## src/rtl/crc5_pkg.sv

```systemverilog
package crc5_pkg;
  localparam int CRC_W = 5;
  // low coefficients of x^5 + x^2 + x + 1 (x^5 implicit)
  localparam logic [CRC_W-1:0] GEN_TAPS = 5'b00111;
  localparam int FCNT_W = $clog2(CRC_W + 1);

  typedef enum logic [1:0] {
    ST_MSG   = 2'd0,
    ST_FLUSH = 2'd1,
    ST_DONE  = 2'd2
  } seq_state_t;
endpackage

```

## src/rtl/crc5_dir_step.sv

```systemverilog
module crc5_dir_step #(
  parameter int W = 5,
  parameter logic [W-1:0] TAPS = '0
) (
  input  logic [W-1:0] crc_q,
  input  logic         din,
  output logic [W-1:0] crc_d
);
  logic fb;
  assign fb = crc_q[W-1] ^ din;

  for (genvar i = 0; i < W; i++) begin : g_bit
    if (i == 0) begin : g_lsb
      assign crc_d[i] = TAPS[i] & fb;
    end else begin : g_up
      assign crc_d[i] = crc_q[i-1] ^ (TAPS[i] & fb);
    end
  end
endmodule

```

## src/rtl/crc5_div_step.sv

```systemverilog
module crc5_div_step #(
  parameter int W = 5,
  parameter logic [W-1:0] TAPS = '0
) (
  input  logic [W-1:0] crc_q,
  input  logic         din,
  output logic [W-1:0] crc_d
);
  logic [W-1:0] shifted;
  assign shifted = {crc_q[W-2:0], din};

  for (genvar i = 0; i < W; i++) begin : g_bit
    assign crc_d[i] = shifted[i] ^ (TAPS[i] & crc_q[W-1]);
  end
endmodule

```

## src/rtl/crc5_seq.sv

```systemverilog
module crc5_seq
  import crc5_pkg::*;
#(
  parameter int W = CRC_W,
  parameter int CW = FCNT_W
) (
  input  logic clk,
  input  logic rst_n,
  input  logic clr,
  input  logic mode_aug,
  input  logic bit_vld,
  input  logic bit_last,
  output logic take_bit,
  output logic flushing,
  output logic shift_en,
  output logic done
);
  seq_state_t      state_q, state_d;
  logic [CW-1:0]   cnt_q, cnt_d;
  logic            cnt_en;

  assign take_bit = (state_q == ST_MSG) && bit_vld;
  assign flushing = (state_q == ST_FLUSH);
  assign shift_en = take_bit || flushing;
  assign done     = (state_q == ST_DONE);

  always_comb begin
    state_d = state_q;
    cnt_d   = cnt_q;
    cnt_en  = 1'b0;
    if (clr) begin
      state_d = ST_MSG;
      cnt_d   = '0;
      cnt_en  = 1'b1;
    end else begin
      case (state_q)
        ST_MSG: begin
          if (take_bit && bit_last) begin
            if (mode_aug) begin
              state_d = ST_FLUSH;
              cnt_d   = CW'(W);
              cnt_en  = 1'b1;
            end else begin
              state_d = ST_DONE;
            end
          end
        end
        ST_FLUSH: begin
          cnt_d  = cnt_q - 1'b1;
          cnt_en = 1'b1;
          if (cnt_q == CW'(1)) state_d = ST_DONE;
        end
        default: state_d = state_q;
      endcase
    end
  end

  always_ff @(posedge clk or negedge rst_n) begin
    if (!rst_n) begin
      state_q <= ST_MSG;
      cnt_q   <= '0;
    end else begin
      state_q <= state_d;
      if (cnt_en) cnt_q <= cnt_d;
    end
  end
endmodule

```

## src/rtl/crc5_dual_lfsr.sv

```systemverilog
module crc5_dual_lfsr
  import crc5_pkg::*;
(
  input  logic             clk,
  input  logic             rst_n,
  input  logic             clr,
  input  logic             mode_aug,
  input  logic             bit_vld,
  input  logic             bit_in,
  input  logic             bit_last,
  output logic [CRC_W-1:0] crc_out,
  output logic             done
);
  logic             take_bit, flushing, shift_en;
  logic             step_din;
  logic [CRC_W-1:0] crc_q, crc_d, dir_nxt, div_nxt;

  crc5_seq #(.W(CRC_W), .CW(FCNT_W)) i_seq (
    .clk      (clk),
    .rst_n    (rst_n),
    .clr      (clr),
    .mode_aug (mode_aug),
    .bit_vld  (bit_vld),
    .bit_last (bit_last),
    .take_bit (take_bit),
    .flushing (flushing),
    .shift_en (shift_en),
    .done     (done)
  );

  // appended zeros replace the input during the flush phase
  assign step_din = flushing ? 1'b0 : bit_in;

  crc5_dir_step #(.W(CRC_W), .TAPS(GEN_TAPS)) i_dir (
    .crc_q (crc_q),
    .din   (step_din),
    .crc_d (dir_nxt)
  );

  crc5_div_step #(.W(CRC_W), .TAPS(GEN_TAPS)) i_div (
    .crc_q (crc_q),
    .din   (step_din),
    .crc_d (div_nxt)
  );

  always_comb begin
    if (clr)                       crc_d = '0;
    else if (flushing || mode_aug) crc_d = div_nxt;
    else                           crc_d = dir_nxt;
  end

  always_ff @(posedge clk or negedge rst_n) begin
    if (!rst_n)                crc_q <= '0;
    else if (clr || shift_en)  crc_q <= crc_d;
  end

  assign crc_out = crc_q;
endmodule

```

## config.mk

```make
export PLATFORM = sky130hd
export DESIGN_NAME = crc5_dual_lfsr
export DESIGN_NICKNAME = d
export VERILOG_FILES = /design/src/rtl/crc5_pkg.sv /design/src/rtl/crc5_dir_step.sv /design/src/rtl/crc5_div_step.sv /design/src/rtl/crc5_seq.sv /design/src/rtl/crc5_dual_lfsr.sv
export SDC_FILE = /design/constraint.sdc
export NUM_CORES = 1
export LEC_CHECK = 0
export BUFFER_PORTS_ARGS = -buffer_cell sky130_fd_sc_hd__buf_4
export CAP_MARGIN = 20
export CORE_UTILIZATION = 40
export DETAILED_ROUTE_END_ITERATION = 6
export GPL_ROUTABILITY_DRIVEN = 0
export GPL_TIMING_DRIVEN = 0
export SYNTH_ARGS = -nofsm -noshare
export SYNTH_HDL_FRONTEND = slang
export SYNTH_SLANG_ARGS = --single-unit
```

## constraint.sdc

```tcl
create_clock -name clk -period 1.4 [get_ports clk]
set_input_delay 0.21 -clock clk [delete_from_list [all_inputs] [get_ports clk]]
set_output_delay 0.21 -clock clk [all_outputs]
set_load 0.005 [all_outputs]
```

; Word-level counts from Yosys, hierarchy flattened
; Cells that the tools add are included.
[totals]
elab_cells = 40
ff_bits = 10
inputBits = 7
[classes]
reduce_logical = 9
bitwise = 5
n_addsub = 1
n_mux = 16
eq_ne = 6
[ops]
columns = op, count
row1 = two-way mux 3 bit, 4
row2 = two-way mux 2 bit, 4
row3 = inequality test 3 bit (second input constant), 2
row4 = case mux 3 bit (2 select lines), 1
row5 = two-way mux 5 bit, 1
row6 = bitwise XOR 1 bit, 5
row7 = two-way mux 1 bit, 4
row8 = case mux 2 bit (2 select lines), 1
row9 = AND reduction 4 bit, 1
row10 = == test 3 x 1 -> 1 bit (second input constant), 1
row11 = logical OR 1 bit, 3
row12 = inequality test 3 x 2 -> 1 bit (second input constant), 1
row13 = AND reduction 3 bit, 1
row14 = nonzero test 3 bit, 1
row15 = subtractor 3 x 1 -> 3 bit (second input constant), 1
row16 = == test 2 x 1 -> 1 bit (second input constant), 1
row17 = == test 2 bit (second input constant), 1
row18 = logical AND 1 bit, 2
row19 = zero test 2 bit, 1
row20 = case mux 1 bit (2 select lines), 1

; Logic depth before layout (Yosys ltp)
[logic_depth]
ltp_word = 7
mapped_depth = 5
depth_no_buf = 5

; Hierarchy
; Synthesis repeated with hierarchy kept, for this count alone.
[unflattened]
cells_unflattened = 73
area_unflattened_um2 = 701.9
[by_module_without_submodules]
columns = module, n_inst, area_each_um2, cells_each, seq_area_each_um2
row1 = crc5_seq, 1, 301.5, 34, 125.1
row2 = crc5_dual_lfsr, 1, 280.3, 28, 125.1
row3 = crc5_dir_step, 1, 78.8, 6, 0.0
row4 = crc5_div_step, 1, 41.3, 5, 0.0

; Worst setup path before layout
; No wires, ideal clock.
[synth_timing]
path_type = flip-flop to flip-flop
from = reg i_seq.state_q[0]
to = reg crc_q[1] (netlist: crc_out[1])
path_buffers = 0
setup_slack_ns = 0.259
path_stages_with_launch = 5
t_arrival_ns = 1.020
path_cell_list = dfrtp_1 o21ba_2 nor2_4 nor2_2 a22o_1
[synth_between]
elab_chain_cells = 6
[synth_lines]
columns = element, line
row1 = start: declaration, crc5_seq.sv:18  ; seq_state_t state_q, state_d;
row2 = start signal: assignment, crc5_seq.sv:63  ; state_q <= state_d;
row3 = == test 2 x 1 -> 1 bit, crc5_seq.sv:23  ; assign flushing = (state_q == ST_FLUSH);
row4 = two-way mux 1 bit, crc5_dual_lfsr.sv:32  ; assign step_din = flushing ? 1'b0 : bit_in;
row5 = bitwise XOR 1 bit, crc5_dir_step.sv:10  ; assign fb = crc_q[W-1] ^ din;
row6 = bitwise XOR 1 bit, crc5_dir_step.sv:16  ; assign crc_d[i] = crc_q[i-1] ^ (TAPS[i] & fb);
row7 = two-way mux 3 bit, crc5_dual_lfsr.sv:48  ; else if (flushing || mode_aug) crc_d = div_nxt;
row8 = two-way mux 5 bit, crc5_dual_lfsr.sv:47  ; if (clr) crc_d = '0;
row9 = end signal: assignment, crc5_dual_lfsr.sv:54  ; else if (clr || shift_en) crc_q <= crc_d;
row10 = end: declaration, crc5_dual_lfsr.sv:16  ; logic [CRC_W-1:0] crc_q, crc_d, dir_nxt, div_nxt;
; Several ways; a longest one is shown, not always the timed one.
; A chain may end at the register's enable or synchronous reset.

; Worst setup path after layout
[layout_timing]
from = reg i_seq.state_q[0]
to = out done
[layout_between]
elab_chain_cells = 1
[layout_lines]
columns = element, line
row1 = == test 2 bit, crc5_seq.sv:25  ; assign done = (state_q == ST_DONE);
row2 = end: declaration, crc5_dual_lfsr.sv:12  ; output logic done
; No other way between the ends.

==> run metrics <==
vias in the first global route 386; RSZ-0062 raised after global routing false; Core Footprint between 1000 and 1500 µm²; top cell type's share of synthesized area a little over two fifths; post-route DRC violation count 0; die area roughly 1600 µm²; outcome finished, final reports clean; TritonCTS clock tree built; placed cell count between 80 and 90; ant diodes 0; f_max between 700 and 800 MHz; Leak Pwr roughly 0.33 nW; Avg WL per Cell between 10 and 15 µm; I/O Buffers 11; Worst Path Arrival 1120 ps; Post-Synthesis Cells 57; Final Net Count 83; maximum clock path buffer count 2; Final Hold Fails 0; Seq cells post-synth 10; pin count of the biggest net entering global routing 11; first-pass GRT wire length between 1.5 and 2 mm; die height between 30 and 40 µm; fin cells a little under 90; crit path launch type flip-flop; synth top area cells dfrtp_1, xnor2_1, nor2_1; Core Rows 13; number of clock sinks 10; TritonRoute pass-1 iters 4; CTS clock-pin slew for the worst setup and hold paths approximately 70 ps; overall power approximately 0.8 mW; gr usage total between 15 and 20%; Post-Route Setup TNS 0 ps; drt total wl approximately 1.2 mm; max-cap viol count 0; die width 39.73 µm; DP HPWL approximately 780 µm; maximum vdd drop approximately 0.60 mV; fraction of layout cells with a size suffix above 1 30.14%; minimum clock period between 1000 and 1500 ps; final core occ between 50% and 60%; PD cells ~1100 nW/µm²; Worst Setup End Kind output port; Max H-tree Level 1; dpl ws approximately 140 ps; Synth area leader dfrtp_1; mean post-synth cell area ~10 µm²; sequential element share of the synthesized area 43.96%; Rel. slew slack between 80 and 90%; Initial DRC Count 8; slowest cell delay on critical path ~480 ps; # Post-CTS Setup Buffers 0; top-level I/O count 13; Min-Delay Path Class input port to flip-flop; Initial Util roughly 43%; synthesized area 569.3 µm²; TritonCTS Buffers 3; Max Slew Vio Count 0; Layout fillers 127; post-route clock period utilization a little over nine tenths; Setup CP Type flip-flop to output port; Post-Syn Nets 66; number of vias per cell about 5.2; worst path cell trace and2b_2 -> buf_4; grt total ovfl 0; Worst Max-Slew Pin Slew 288.5 ps; crit path max-delay cell type dfrtp_1; vias around 460; synth-to-layout area growth 25.93%; post-route ant nets 0; maximum fanout along the worst path 8; clock insertion delay at the later pin of the skew report about 280 ps; synth warn 0; initial antenna violation count 0; skew final 1.304 ps; Worst Slack Setup Final 65.36 ps; CTS root buf clkbuf_4; Distinct cells, synth 24; setup violators final 0; Crit path required time 1190 ps
## final cells by class
cell class	instances	area [µm²]	share of cell area [%]
Inverter	3	11.26	1.571
Buffer	1	5.005	0.6981
Timing Repair Buffer	12	92.59	12.91
Sequential cell	10	250.2	34.90
Multi-Input combinational cell	43	302.8	42.23
Clock buffer	4	36.28	5.061
Tap cell	15	18.77	2.618
## worst paths after layout
kind                            slack [ps]             start  depth (start not counted)          endpoint
worst min register to register         540        crc_out[3]                          2        crc_out[3]
worst max-delay path                    70  i_seq.state_q[0]                          2              done
max in group asynchronous              950             rst_n                          2    i_seq.cnt_q[1]
worst max register to register         130  i_seq.state_q[1]                          4        crc_out[2]
worst min-delay path                   250               clr                          2    i_seq.cnt_q[1]
min in group asynchronous              310             rst_n                          2  i_seq.state_q[0]
## worst max-delay path, delay by kind of cell, from the launching register on
| kind | cells | cell delay [ps] |
|---|---|---|
| buffers and inverters | 1 | 130 |
| DFF | 1 | 480 |
| and+or+nand+nor | 1 | 250 |
## registers in the layout, indices dropped and copies added, names as in the netlist
signal,count
i_seq.cnt_q,3
i_seq.state_q,2
crc_out,5
## routing by layer
metal	global-route usage, %	vias to the layer above	part of all wire (%)
met5	0	-	0
met4	15.52	0	2.2
met3	5.114	4	5.5
met2	24.59	16	44
met1	23.79	207	48
li1	-	228	-
## stage by stage
stage | cell area, µm² | hold WS, ps
2_1_floorplan | 569.3 | -85.59
3_3_place_gp | 670.6 | 47.64
3_5_place_dp | 670.6 | 48.32
4_1_cts | 716.9 | 246.0
5_1_grt | 716.9 | 271.2
6_report | 716.9 | 250.7
## cells by family (layout without fill, tap and decap cells)
kind of cell	count (synthesis)	count (layout)	share of synthesized area, %
AOI/OAI and AO/OA	14	14	16.70
xor gates and xnor gates	5	5	7.692
adders and majority gates	2	2	4.395
buffers and inverters	4	20	2.856
DFF	10	10	43.96
and+or+nand+nor	22	22	24.40
## synthesized netlist by cell type
| master | count |
|---|---|
| a211oi_1 | 3 |
| a21oi_1 | 2 |
| a22o_1 | 3 |
| a31oi_1 | 1 |
| and2b_2 | 1 |
| clkbuf_2 | 1 |
| dfrtp_1 | 10 |
| ha_1 | 2 |
| inv_1 | 3 |
| nand2_1 | 3 |
| nand2b_1 | 3 |
| nand3b_1 | 1 |
| nor2_1 | 7 |
| nor2_2 | 1 |
| nor2_4 | 1 |
| nor2b_1 | 1 |
| nor2b_4 | 1 |
| nor3_1 | 1 |
| nor3_4 | 1 |
| nor3b_1 | 1 |
| o21ai_0 | 4 |
| o21ba_2 | 1 |
| xnor2_1 | 4 |
| xor2_1 | 1 |
## layout by cell type (no fill, tap or decap), drive strengths merged, types with 2 or more instances in the layout
cell type  netlist  layout
o21ai            4       4
nor2b            2       2
a211oi           3       3
xnor2            4       4
a21oi            2       2
nor3             2       2
nor2             9       9
ha               2       2
dfrtp           10      10
buf              0      11
nand2            3       3
clkbuf           1       5
inv              3       3
nand2b           3       3
a22o             3       3
## what timing repair did
item,CTS,global route
resized for setup,0,0
endpoints found under the hold margin,10,0
hold buffers,1,0
## report_power, final
part           switching, mW  internal (mW)
logic                 0.0749         0.0941
registers             0.0301          0.316
clock network          0.115          0.158
Power figures use the tool's default switching activity.
